[src/rtl/led_scan_pkg.sv]
package led_scan_pkg;
  localparam int unsigned SUB_SLOTS = 16;
  localparam int unsigned SUB_W     = $clog2(SUB_SLOTS);
  localparam int unsigned MEM_BYTES = 14;
  localparam int unsigned ADDR_W    = 4;
  localparam int unsigned MAX_GRIDS = 7;
  localparam int unsigned GRID_W    = $clog2(MAX_GRIDS);
  localparam int unsigned SEG_W     = 12;
  localparam int unsigned WIDTH_W   = SUB_W + 1;

  // Nonlinear on-time in sub-slots for each brightness code
  function automatic logic [WIDTH_W-1:0] dim_width(input logic [2:0] code);
    logic [WIDTH_W-1:0] n;
    case (code)
      3'd0:    n = WIDTH_W'(1);
      3'd1:    n = WIDTH_W'(2);
      3'd2:    n = WIDTH_W'(4);
      default: n = WIDTH_W'(7 + code);
    endcase
    return n;
  endfunction
endpackage

[src/rtl/led_scan_timer.sv]
module led_scan_timer
  import led_scan_pkg::*;
#(
  parameter int unsigned DIV = 4
) (
  input  logic              clk_i,
  input  logic              rst_ni,
  input  logic              restart_i,
  input  logic [GRID_W-1:0] last_grid_i,
  output logic [SUB_W-1:0]  sub_o,
  output logic [GRID_W-1:0] grid_o,
  output logic              frame_end_o
);
  localparam int unsigned DIV_W = (DIV > 1) ? $clog2(DIV) : 1;

  logic [DIV_W-1:0]  div_q;
  logic [SUB_W-1:0]  sub_q;
  logic [GRID_W-1:0] grid_q;
  logic div_last, sub_last, grid_last;

  assign div_last  = (div_q == DIV_W'(DIV - 1));
  assign sub_last  = (sub_q == SUB_W'(SUB_SLOTS - 1));
  assign grid_last = (grid_q == last_grid_i);

  always_ff @(posedge clk_i or negedge rst_ni) begin
    if (!rst_ni) begin
      div_q  <= '0;
      sub_q  <= '0;
      grid_q <= '0;
    end else if (restart_i) begin
      div_q  <= '0;
      sub_q  <= '0;
      grid_q <= '0;
    end else if (div_last) begin
      div_q <= '0;
      if (sub_last) begin
        sub_q  <= '0;
        grid_q <= grid_last ? '0 : grid_q + 1'b1;
      end else begin
        sub_q <= sub_q + 1'b1;
      end
    end else begin
      div_q <= div_q + 1'b1;
    end
  end

  assign sub_o       = sub_q;
  assign grid_o      = grid_q;
  assign frame_end_o = div_last && sub_last && grid_last;
endmodule

[src/rtl/led_scan_mem.sv]
module led_scan_mem
  import led_scan_pkg::*;
(
  input  logic              clk_i,
  input  logic              rst_ni,
  input  logic              we_i,
  input  logic [ADDR_W-1:0] waddr_i,
  input  logic [7:0]        wdata_i,
  input  logic [GRID_W-1:0] rgrid_i,
  output logic [SEG_W-1:0]  seg_data_o
);
  logic [7:0]        mem_q [MEM_BYTES];
  logic [ADDR_W-1:0] lo_idx, hi_idx;
  logic [7:0]        lo_byte, hi_byte;

  for (genvar b = 0; b < MEM_BYTES; b++) begin : g_byte
    always_ff @(posedge clk_i or negedge rst_ni) begin
      if (!rst_ni)                               mem_q[b] <= '0;
      else if (we_i && waddr_i == ADDR_W'(b))    mem_q[b] <= wdata_i;
    end
  end

  assign lo_idx = {rgrid_i, 1'b0};
  assign hi_idx = {rgrid_i, 1'b1};

  always_comb begin
    lo_byte = '0;
    hi_byte = '0;
    if (rgrid_i < GRID_W'(MAX_GRIDS)) begin
      lo_byte = mem_q[lo_idx];
      hi_byte = mem_q[hi_idx];
    end
  end

  // upper nibble of the odd byte is unused
  assign seg_data_o = {hi_byte[3:0], lo_byte};
endmodule

[src/rtl/led_scan_drive.sv]
module led_scan_drive
  import led_scan_pkg::*;
(
  input  logic              disp_on_i,
  input  logic              mode7_i,
  input  logic [2:0]        dim_i,
  input  logic [SUB_W-1:0]  sub_i,
  input  logic [GRID_W-1:0] grid_i,
  input  logic [SEG_W-1:0]  seg_data_i,
  output logic [10:0]       seg_o,
  output logic [5:0]        grid_o,
  output logic              shared_o
);
  logic                 grid_act, seg_on;
  logic [WIDTH_W-1:0]   width;
  logic [MAX_GRIDS-1:0] grid_dec;

  assign width    = dim_width(dim_i);
  assign grid_act = disp_on_i && (sub_i != '0);
  assign seg_on   = grid_act && ({1'b0, sub_i} <= width);

  always_comb begin
    grid_dec = '0;
    for (int g = 0; g < MAX_GRIDS; g++)
      if (grid_act && grid_i == GRID_W'(g)) grid_dec[g] = 1'b1;
  end

  assign grid_o   = grid_dec[5:0];
  assign seg_o    = seg_on ? seg_data_i[10:0] : '0;
  assign shared_o = mode7_i ? grid_dec[6] : (seg_on & seg_data_i[11]);
endmodule

[src/rtl/led_scan_top.sv]
module led_scan_top
  import led_scan_pkg::*;
#(
  parameter int unsigned DIV = 4
) (
  input  logic        clk_i,
  input  logic        rst_ni,
  input  logic        wr_en_i,
  input  logic [3:0]  wr_addr_i,
  input  logic [7:0]  wr_data_i,
  input  logic        mode_load_i,
  input  logic [1:0]  mode_code_i,
  input  logic        ctl_load_i,
  input  logic        disp_on_i,
  input  logic [2:0]  dim_code_i,
  output logic [10:0] seg_o,
  output logic [5:0]  grid_o,
  output logic        shared_o,
  output logic        frame_end_o
);
  logic              mode7_q, disp_on_q;
  logic [2:0]        dim_q;
  logic              restart;
  logic [GRID_W-1:0] last_grid, grid_q;
  logic [SUB_W-1:0]  sub_q;
  logic [SEG_W-1:0]  seg_data;

  // only codes with bit 1 set are valid geometries
  assign restart   = mode_load_i && mode_code_i[1] && (mode_code_i[0] != mode7_q);
  assign last_grid = mode7_q ? GRID_W'(MAX_GRIDS - 1) : GRID_W'(MAX_GRIDS - 2);

  always_ff @(posedge clk_i or negedge rst_ni) begin
    if (!rst_ni) begin
      mode7_q   <= 1'b1;
      disp_on_q <= 1'b0;
      dim_q     <= '0;
    end else begin
      if (mode_load_i && mode_code_i[1]) mode7_q <= mode_code_i[0];
      if (ctl_load_i) begin
        disp_on_q <= disp_on_i;
        dim_q     <= dim_code_i;
      end
    end
  end

  led_scan_timer #(.DIV(DIV)) u_timer (
    .clk_i       (clk_i),
    .rst_ni      (rst_ni),
    .restart_i   (restart),
    .last_grid_i (last_grid),
    .sub_o       (sub_q),
    .grid_o      (grid_q),
    .frame_end_o (frame_end_o)
  );

  led_scan_mem u_mem (
    .clk_i      (clk_i),
    .rst_ni     (rst_ni),
    .we_i       (wr_en_i),
    .waddr_i    (wr_addr_i),
    .wdata_i    (wr_data_i),
    .rgrid_i    (grid_q),
    .seg_data_o (seg_data)
  );

  led_scan_drive u_drive (
    .disp_on_i  (disp_on_q),
    .mode7_i    (mode7_q),
    .dim_i      (dim_q),
    .sub_i      (sub_q),
    .grid_i     (grid_q),
    .seg_data_i (seg_data),
    .seg_o      (seg_o),
    .grid_o     (grid_o),
    .shared_o   (shared_o)
  );
endmodule

[config.mk]
export PLATFORM = sky130hd
export DESIGN_NAME = led_scan_top
export DESIGN_NICKNAME = d
export VERILOG_FILES = /design/src/rtl/led_scan_pkg.sv /design/src/rtl/led_scan_timer.sv /design/src/rtl/led_scan_mem.sv /design/src/rtl/led_scan_drive.sv /design/src/rtl/led_scan_top.sv
export SDC_FILE = /design/constraint.sdc
export NUM_CORES = 1
export LEC_CHECK = 0
export BUFFER_PORTS_ARGS = -buffer_cell sky130_fd_sc_hd__buf_4
export CORE_UTILIZATION = 40
export CTS_CLUSTER_DIAMETER = 150
export DETAILED_ROUTE_END_ITERATION = 16
export PLACE_DENSITY = 0.69
export SLEW_MARGIN = 25
export SYNTH_ARGS = -nofsm -noshare
export SYNTH_HDL_FRONTEND = slang
export SYNTH_HIERARCHICAL = 1
export SYNTH_SLANG_ARGS = --single-unit
[constraint.sdc]
create_clock -name clk_i -period 2.75 [get_ports clk_i]
set_input_delay 0.55 -clock clk_i [delete_from_list [all_inputs] [get_ports clk_i]]
set_output_delay 0.55 -clock clk_i [all_outputs]
set_load 0.01 [all_outputs]
### Yosys cells after proc, flatten, opt, wreduce, memory -nomap -nowiden

Index checks and enable logic that the tools add are counted.

| storage, ports and cells | value |
|---|---|
| input bits | 23 |
| word-level logic and storage cells | 118 |
| output and inout bits | 19 |
| register bits | 126 |

| operators by class | value |
|---|---|
| bitwise operators | 3 |
| $add $sub $neg | 4 |
| reduce and logical (&&, ||, !) cells | 34 |
| $lt $le $gt $ge | 4 |
| equality and inequality tests | 25 |
| muxes and demuxes | 28 |

Operator list:

| cell | count |
|---|---|
| 8-bit binary-select mux with 4-bit select | 2 |
| 4-bit equality test, second input constant | 7 |
| 1-bit logical AND | 27 |
| 4-bit 2-to-1 mux | 6 |
| 8-bit 2-to-1 mux | 3 |
| 4-bit by 3-bit equality test with 1-bit output, second input constant | 4 |
| 5-bit case mux with 3 select lines | 1 |
| 3-bit 2-to-1 mux | 4 |
| 11-bit 2-to-1 mux | 1 |
| 5-bit >= comparator, second input constant | 2 |
| 4-bit inverter with 5-bit output | 2 |
| 3-bit by 2-bit equality test with 1-bit output, second input constant | 3 |
| 3-bit equality test, second input constant | 3 |
| 4-bit by 2-bit equality test with 1-bit output, second input constant | 2 |
| 1-bit 2-to-1 mux | 8 |
| 3-bit by 1-bit equality test with 1-bit output, second input constant | 2 |
| 3-bit logical NOT | 2 |
| 2-bit 2-to-1 mux | 3 |
| 4-bit by 5-bit <= comparator with 1-bit output | 1 |
| 3-bit by 3-bit adder with 4-bit output, first input constant | 1 |
| 4-bit by 1-bit adder with 4-bit output, second input constant | 1 |
| 4-bit by 1-bit equality test with 1-bit output, second input constant | 1 |
| 4-bit logical NOT | 1 |
| 2-bit nonzero test | 2 |
| 9 further kinds | 9 |

### Longest topological paths before layout

Gate-level depths: netlist (run 1).

| depth | value |
|---|---|
| depth after elaboration | 7 |
| depth in mapped cells | 12 |
| gate-level depth less buffers | 11 |

### By module

Netlist (run 1), hierarchy kept.

By module, submodules not included:

| module | cells an instance | seq. area each (um2) | area each (um2) | instances |
|---|---|---|---|---|
| led_scan_mem | 295 | 2,102.0 | 4,010.1 | 1 |
| led_scan_timer | 47 | 225.2 | 475.5 | 1 |
| led_scan_drive | 55 | 0.0 | 396.6 | 1 |
| led_scan_top | 15 | 126.4 | 210.2 | 1 |

### Worst setup path after synthesis (run 1)

Ideal clock, no wire load.

| timing | value |
|---|---|
| path kind | reg-to-output |
| start | register dim_q[0] |
| end | output seg_o[0] |
| setup slack | 0.094 ns |
| path buffers | 1 |
| cell stages (with the launch flop) | 13 |
| data arrival time | 2.106 ns |
| data required time | 2.200 ns |
| cells stage by stage | dfrtp_1 > inv_1 > ha_1 > nor2_1 > o21ai_0 > nor2_1 > nor2_1 > ha_1 > and4_1 > a21oi_1 > a31oi_2 > buf_6 > and2_4 |

| on the way | value |
|---|---|
| word-level cells in the longest chain between the ends | 5 |

Ends and longest elaborated chain:

| item | line | text |
|---|---|---|
| start: declaration | led_scan_top.sv:22 | `logic [2:0] dim_q;` |
| start signal: assignment | led_scan_top.sv:41 | `dim_q <= dim_code_i;` |
| 3-bit by 3-bit adder with 4-bit output, or another cell as far along | led_scan_pkg.sv:18 | `default: n = WIDTH_W'(7 + code);` |
| 5-bit case mux with 3 select lines * | led_scan_pkg.sv:14 | `case (code)` |
| 4-bit by 5-bit <= comparator with 1-bit output * | led_scan_drive.sv:20 | `assign seg_on = grid_act && ({1'b0, sub_i} <= width);` |
| 1-bit logical AND * | led_scan_drive.sv:20 |  |
| 11-bit 2-to-1 mux * | led_scan_drive.sv:29 | `assign seg_o = seg_on ? seg_data_i[10:0] : '0;` |
| end: declaration | led_scan_top.sv:16 | `output logic [10:0] seg_o,` |

Mark *: on every way between the ends. The rest lies on a longest branch, timed or not.

### Worst setup path after layout (run 1)

| timing | value |
|---|---|
| start | register dim_q[1] |
| end | output seg_o[3] |

The elaborated chain is that of the path after synthesis.

==> results of run 1 <==
critical path, cell delays in order (launching register included):
cell and delay, ps:
dfrtp_2 440, inv_2 90, buf_4 120, ha_4 150
nor2_2 40, nor2_1 110, o2bb2ai_1 90, ha_1 280
and4_4 240, o21ai_2 80, a31oi_4 190, buf_6 170
and2_4 150, buf_6 90
metrics by stage:
| step | hold WS (ps) | worst slack [ps] | cells | instance area, um^2 |
|---|---|---|---|---|
| 6_report | 195.8 | -395.5 | 636 | 6163 |
| 5_1_grt | 257.2 | -490.8 | 636 | 6163 |
| 4_1_cts | 236.2 | -425.4 | 635 | 6110 |
| 3_5_place_dp | 424.5 | -171.4 | 617 | 5633 |
| 3_3_place_gp | 414.8 | -45.33 | 617 | 5630 |
| 2_1_floorplan | 254.4 | 94.20 | 412 | 5092 |
registers in the layout (all words and copies together), names as in the netlist:
signal	flops
dim_q	3
disp_on_q	1
u_timer/sub_o	4
u_timer/div_q	2
mode7_q	1
u_timer/grid_o	3
u_mem/mem_q	84
Yosys cell counts (2+ instances only):
cell type  number  area [um^2]
o311ai_1        3        26.28
a22o_1         12        105.1
or3_1           2        12.51
and2_4         10        87.58
buf_2           4        20.02
mux2_4          9        135.1
xor2_1          4        35.03
nor3_1          3        15.01
buf_4           3        22.52
o21ai_0         2        10.01
nor2_2          2        12.51
nand3b_1        2        15.01
inv_1           9        33.78
nor2b_1         3        18.77
or2_2          12        75.07
mux2i_1        38        380.4
xnor2_1         2        17.52
clkbuf_1       10        37.54
dfrtp_1        97         2427
nand2b_1        5        31.28
nand2_1        23        86.33
ha_1           10        125.1
a31oi_1        13        81.33
buf_6           3        33.78
nor2_1         21        78.83
mux2_2         79        889.6
a21oi_1         7        35.03
final cells by class:
type | instances | area [um^2]
fillers | 1102 | 6048
flip-flops and latches | 98 | 2456
inverters | 9 | 33.78
clock buffers | 12 | 256.5
multi-input cells | 285 | 2590
clock inverters | 4 | 97.59
well taps | 168 | 210.2
repair buffers | 60 | 519.2
what timing repair did:
| item | 4_1_cts | 5_1_grt |
|---|---|---|
| hold buffers | 0 | 0 |
| pin swaps | 13 | 11 |
| resized for setup | 29 | 9 |
| setup buffers | 2 | 1 |
| endpoints found under the setup margin | 12 | 12 |
cells by family after synthesis:
kind of cell,count (synthesis),synth area share
muxes,127,0.2781
AOI/OAI and AO/OA,43,0.06216
other,1,0.0007364
adders and majority gates,10,0.02457
xor gates and xnor gates,6,0.01032
DFF,98,0.4818
buffers and inverters,29,0.02899
and+or+nand+nor,98,0.1133
final timing paths:
path / to
worst max-delay path: seg_o[3]
worst min-delay path: u_timer/div_q[1]
worst max register to register: u_timer/grid_o[0]
worst min register to register: u_timer/div_q[0]
max in group asynchronous: u_mem/mem_q[92]
min in group clk_i: u_timer/div_q[0]
power groups by stage:
stage / sequential, uW / clock, uW / combinational (uW)
global placement: 1970 / 0 / 1050
global route: 2010 / 1570 / 1340
detailed placement: 1990 / 0 / 1090
CTS: 1970 / 1510 / 1180
finish: 1970 / 1470 / 1210
floorplan: 1940 / 0 / 770
metal layers:
layer | up-vias | global-route usage | wire (um)
li1 | 1572 | - | -
met1 | 1728 | 0.2559 | 5314
met2 | 67 | 0.3091 | 5377
met3 | 15 | 0.02636 | 427
met4 | 0 | 0.08052 | 233
met5 | - | 0 | 0
layout by cell type (no fill, tap or decap), types with 5 or more instances in the layout:
master and count:
nor2_2 5, nand2_1 23, inv_1 7, nor2_1 17
ha_1 7, or2_2 12, a22o_1 12, mux2_2 79
a31oi_1 13, and2_4 11, buf_4 44, dfrtp_1 95
mux2i_1 38, nand2b_1 5, mux2_4 9, buf_6 15
clkbuf_16 9
==> results.md, run 1 <==
* Status: finished with violations
* Failing checks: negative setup slack
* DR vias/cell at roughly 5.3
* Setup-failing EPs final at 12
* Worst hold-check path type: in -> async
* CP Launch Point: dim_q[1]
* Initial antenna violation count at 0
* Vias in the first global route at 3570
* Chip Height at approximately 110 um
* Gr ovfl total at 0
* Port buffer count at approximately 40
* Htree depth at 3
* Ant. Diodes at 0
* Cell Area, Synth at slightly above 5000 um^2
* Final core utilization at 0.5047
* DRT antenna net count at 0
* Final setup margin at -395.5 ps
* Power per Cell Area at 755.9 nW/um^2
* Switch share at 0.2696
* Core area at about 12000 um^2
* Worst r2r path cells at 4
* Fin nets at around 500
* Worst EP arrival at 2600 ps
* Final hold vios at 0
* Worst-Margin Slew at 681.1 ps
* Synth warn at 6
* Starting DRC count in detailed routing at 252
* Ys async rst share at 1.000
* Largest net degree at the start of global routing at 49
* Clock Latency Late Sink at 350 ps
* Clock root cell: clkbuf_16
* Flop2flop setup slack at ~980 ps
* Seq/Total Area, Yosys at 0.4818
* Total power at around 4700 uW
* Post-synth top flop: dfrtp_1
* Wire length per cell at between 15 and 20 um
* Avg Inst Size Synth at 12.36 um^2
* Peak VDD IR at 0.3358 mV
* First-pass GRT wire length at ~19 mm
* Vias at ~3.4k
* Switching pwr at about 1300 uW
* Flop pwr share at 0.423
* CTS sink cnt at 98
* Fin Setup TNS at -4575 ps
* CP Launch Type: register
* Leakage at between 0.002 and 0.003 uW
* DR pass1 iterations at 4
* I/O pin cnt at 42
* Mapped Cells at approximately 410
* Routability cong. at roughly 0.78
* Clk pwr share at 0.317
* CTS tree: done
* Required @ worst endpoint at about 2200 ps
* Normalized max-slew margin at 0.5439
* Flip-flop and latch count after synthesis at between 90 and 100
* RSZ-0062 raised after global routing: true
* Worst-path maximum fanout at 8
* Rows at 40
* Initial Utilization at 0.4170
* Share of cells above drive strength 1 at 0.4573
* Critical path class: reg -> out
* Die width at between 100 and 150 um
* Yosys cell types at between 50 and 60
* Worst r2r src: u_timer/grid_o[1]
* CTS Buf Count at 9
* Final WL at ~11 mm
* Hpwl dp at ~7.6 mm
* Max Slew Vio Count at 0
* Int Power at roughly 3400 uW
* DRC Markers at 0
* Clk pin slew, worst setup/hold paths at roughly 60 ps
* Clock skew at roughly 1.3 ps
* Clk buf depth at 2
* Crit path time final at 3145 ps
* Die area at 13190 um^2
* Post-synth EDFFs at 0
* Max Cap Viol at 0
* CP Capture Type: primary output
* Total global-route track usage at 0.1902
* Combinational power share at 0.261
* Fmax at approximately 320 MHz
* Area grow syn2layout at 21.03%
* Final Cycle Share at 1.144
* Syn nets at around 450
No activity file was read; power rests on OpenSTA's default activity.
==> inputs of run 2 (changes only) <==
- SLEW_MARGIN: 25 -> default
- SYNTH_HIERARCHICAL: 1 -> default
==> run 2 against run 1 <==
Against the previous run:
- the run still ends with negative setup slack left
- clock skew rose by 4.6 ps
- combinational power rose by 3%
- power fell by 4.2%
- register-to-register slack improved by 170 ps
- worst hold slack improved by 42 ps
- die area fell by 2.5%
- critical path type unchanged
- largest cell class unchanged
- largest power group unchanged
==> results.md, run 2 <==
* Worst EP arrival at 2630 ps (+30 ps)
* Combinational power share at 0.280 (+0.019)
* DR vias/cell at 5.408 (+1.7%)
* Share of cells above drive strength 1 at 0.4954 (+0.03817)
* Vias in the first global route at 3377 (-5.4%)
* Slowest-stage cell, CP: dfrtp_1
* Crit path time final at 3181 ps (+35.06 ps)
* Switch share at 0.2810 (+0.01139)
* Seq/Total Area, Yosys at 0.4943 (+0.01251)
* Hpwl dp at 7.321 mm (-3.2%)
* Clk pin slew, worst setup/hold paths at 60 ps (about the same)
* Leading area contributor after synthesis: dfrtp_1
* Most common cell after layout, fill and taps aside: dfrtp_1
* Rows at 40 (unchanged)
* Design area at 6073 um^2 (-1.5%)
* Fmax at 314.4 MHz (-1.1%)
* Final WL at 11.13 mm (-2.0%)
* Worst path most repeated cell: nor2_1
* Post-synth EDFFs at 0 (unchanged)
* Top cell type's share of synthesized area at 0.4890 (+0.01238)
* Final hold vios at 0 (unchanged)
* Hold WS at 237.7 ps (+41.87 ps)
* DRC Markers at 0 (unchanged)
* Routability cong. at 0.7785 (+0.36%)
* Normalized max-slew margin at 0.5662 (+0.02234)
* Failing checks: negative setup slack
* Flip-flop and latch count after synthesis at 98 (unchanged)
* Leakage at 0.002631 uW (about the same)
* Worst hold-check path type: in -> async
* Initial Utilization at 0.4115 (-0.005494)
* Htree depth at 3 (unchanged)
* Fin nets at 472 (-4.8%)
* Post-synth top flop: dfrtp_1
* Power per Cell Area at 735.0 nW/um^2 (-2.8%)
* Yosys cell types at 46 (-9.8%)
* CP Capture Type: primary output
* Avg Inst Size Synth at 13.17 um^2 (+6.5%)
* Chip Height at 113.4 um (-1.2%)
* Largest register FFs at 84 (unchanged)
* First-pass GRT wire length at 17.77 mm (-5.4%)
* Max Cap Viol at 0 (unchanged)
* Synth cell count leaders: dfrtp_1, mux2_2, nor2_1
* Total global-route track usage at 0.1819 (-0.008285)
* Most frequent cell after synthesis: dfrtp_1
* Total power at 4464 uW (-4.2%)
* Core area at 12060 um^2 (-1.2%)
* Setup-failing EPs final at 12 (unchanged)
* Final setup margin at -430.5 ps (-35.06 ps)
* Area grow syn2layout at 22.36%
* Placement Setup Slack at -260.0 ps (-88.60 ps)
* Starting DRC count in detailed routing at 156 (-38%)
* CP Launch Type: register
* Final Cycle Share at 1.157 (+0.01275)
* Int Power at 3210 uW (-5.7%)
* Switching pwr at 1254 uW (-0.13%)
* Peak VDD IR at 0.4094 mV (+22%)
* Mapped Cells at 377 (-8.5%)
* Required @ worst endpoint at 2200 ps (about the same)
* Ys async rst share at 1.000 (unchanged)
* Largest net degree at the start of global routing at 53 (+8.2%)
* Cells along the critical path: inv_2 > ha_2 > nor2_1 > nor2_1 > nor2_1 > a21oi_1 > ha_1 > nand4b_1 > and3_4 > buf_6 > o211ai_4 > buf_4 > nor3_2 > buf_4
* Flop pwr share at 0.443 (+0.020)
* DR pass1 iterations at 4 (unchanged)
* Syn nets at 415 (-6.7%)
* Worst-path maximum fanout at 3 (-5)
* Critical path class: reg -> out
* Gr ovfl total at 0 (unchanged)
* Ant. Diodes at 0 (unchanged)
* DRT antenna net count at 0 (unchanged)
* CTS sink cnt at 98 (unchanged)
* I/O pin cnt at 42 (unchanged)
* CTS Buf Count at 9 (unchanged)
* Die area at 12860 um^2 (-2.5%)
* Status: finished with violations
* Initial antenna violation count at 0 (unchanged)
* Clock skew at 5.964 ps (+4.638 ps)
* Synth warn at 0 (-6)
* Die width at 113.4 um (-1.2%)
* Clock root cell: clkbuf_16
* Max Slew Vio Count at 0 (unchanged)
* Clk buf depth at 2 (unchanged)
* Clock Latency Late Sink at 340 ps (about the same)
* Leading cell types in the layout, fill and taps excluded: dfrtp_1, mux2_2, buf_4
* Fin Setup TNS at -4427 ps (+148.2 ps)
* CTS tree: done
* Most flops, register: u_mem.mem_q
* Cell Area, Synth at 4964 um^2 (-2.5%)
* Vias at 3277 (-3.1%)
* Wire length per cell at 18.37 um (+2.9%)
* Flop2flop setup slack at 1150 ps (+170 ps)
* CP peak stage delay at 400 ps (-40 ps)
* Clk pwr share at 0.277 (-0.040)
* CTS Hold Bufs at 0 (unchanged)
* Port buffer count at 41 (unchanged)
* Top cells by area, synth: dfrtp_1, mux2_2, mux4_2
* Worst-Margin Slew at 650.7 ps (-30.42 ps)
* RSZ-0062 raised after global routing: true
* Post-DP Area at 5538 um^2 (-1.7%)
run 2: power by group through the flow:
stage / clock network, uW / logic, uW / registers [uW]
floorplan: 0 / 702 / 1930
global placement: 0 / 996 / 1960
detailed placement: 0 / 1030 / 1990
CTS: 1250 / 1110 / 1970
global route: 1320 / 1360 / 2010
finish: 1240 / 1250 / 1980
run 2: what timing repair did:
action,4_1_cts,5_1_grt
pin swaps,11,12
resized for setup,15,25
setup buffers,1,5
cloned,1,0
endpoints found under the setup margin,12,12
run 2: kinds of logic (layout without fill, tap and decap cells):
group | count (synthesis) | in the layout | synth area share
buffers and inverters | 29 | 89 | 0.02924
muxes | 112 | 112 | 0.2869
DFF | 98 | 98 | 0.4943
and+or+nand+nor | 91 | 91 | 0.09806
xor gates and xnor gates | 3 | 3 | 0.005295
adders and majority gates | 15 | 15 | 0.03781
AOI/OAI and AO/OA | 29 | 30 | 0.04840
run 2: area by class of cell:
cell class              instances  area [um^2]
well taps                     168        210.2
clock inverters                 2        37.54
fillers                      1026         5988
clock buffers                  13        250.2
repair buffers                 65        550.5
inverters                       9        33.78
multi-input cells             251         2537
flip-flops and latches         98         2454
run 2: routing by layer:
metal	track usage	share of wire	wire length, um
met5	0	0	0
met4	0.05702	0.013	144
met3	0.02604	0.043	478
met2	0.3039	0.49	5494
met1	0.2464	0.45	5012
run 2: metrics by stage:
stage	util	cells
2_1_floorplan	-	377
3_3_place_gp	0.4591	585
3_5_place_dp	0.4591	585
4_1_cts	0.4898	602
5_1_grt	0.5035	606
6_report	0.5035	606
run 2: worst paths after layout:
kind,to,cells past startpoint,startpoint
worst max-delay path,seg_o[2],14,dim_q[0]
worst min-delay path,u_mem.mem_q[97],1,rst_ni
worst max register to register,u_timer.grid_o[2],5,u_timer.grid_o[2]
worst min register to register,u_timer.div_q[0],1,u_timer.div_q[0]
max in group asynchronous,u_mem.mem_q[82],2,rst_ni
min in group clk_i,dim_q[2],3,dim_code_i[2]
run 2: critical path, delay by kind of cell, from the launching register on:
kind	cells	cell delay [ps]
simple gates	6	740
flops	1	400
buf+inv	4	520
compound gates	2	150
fa+ha+maj	2	500
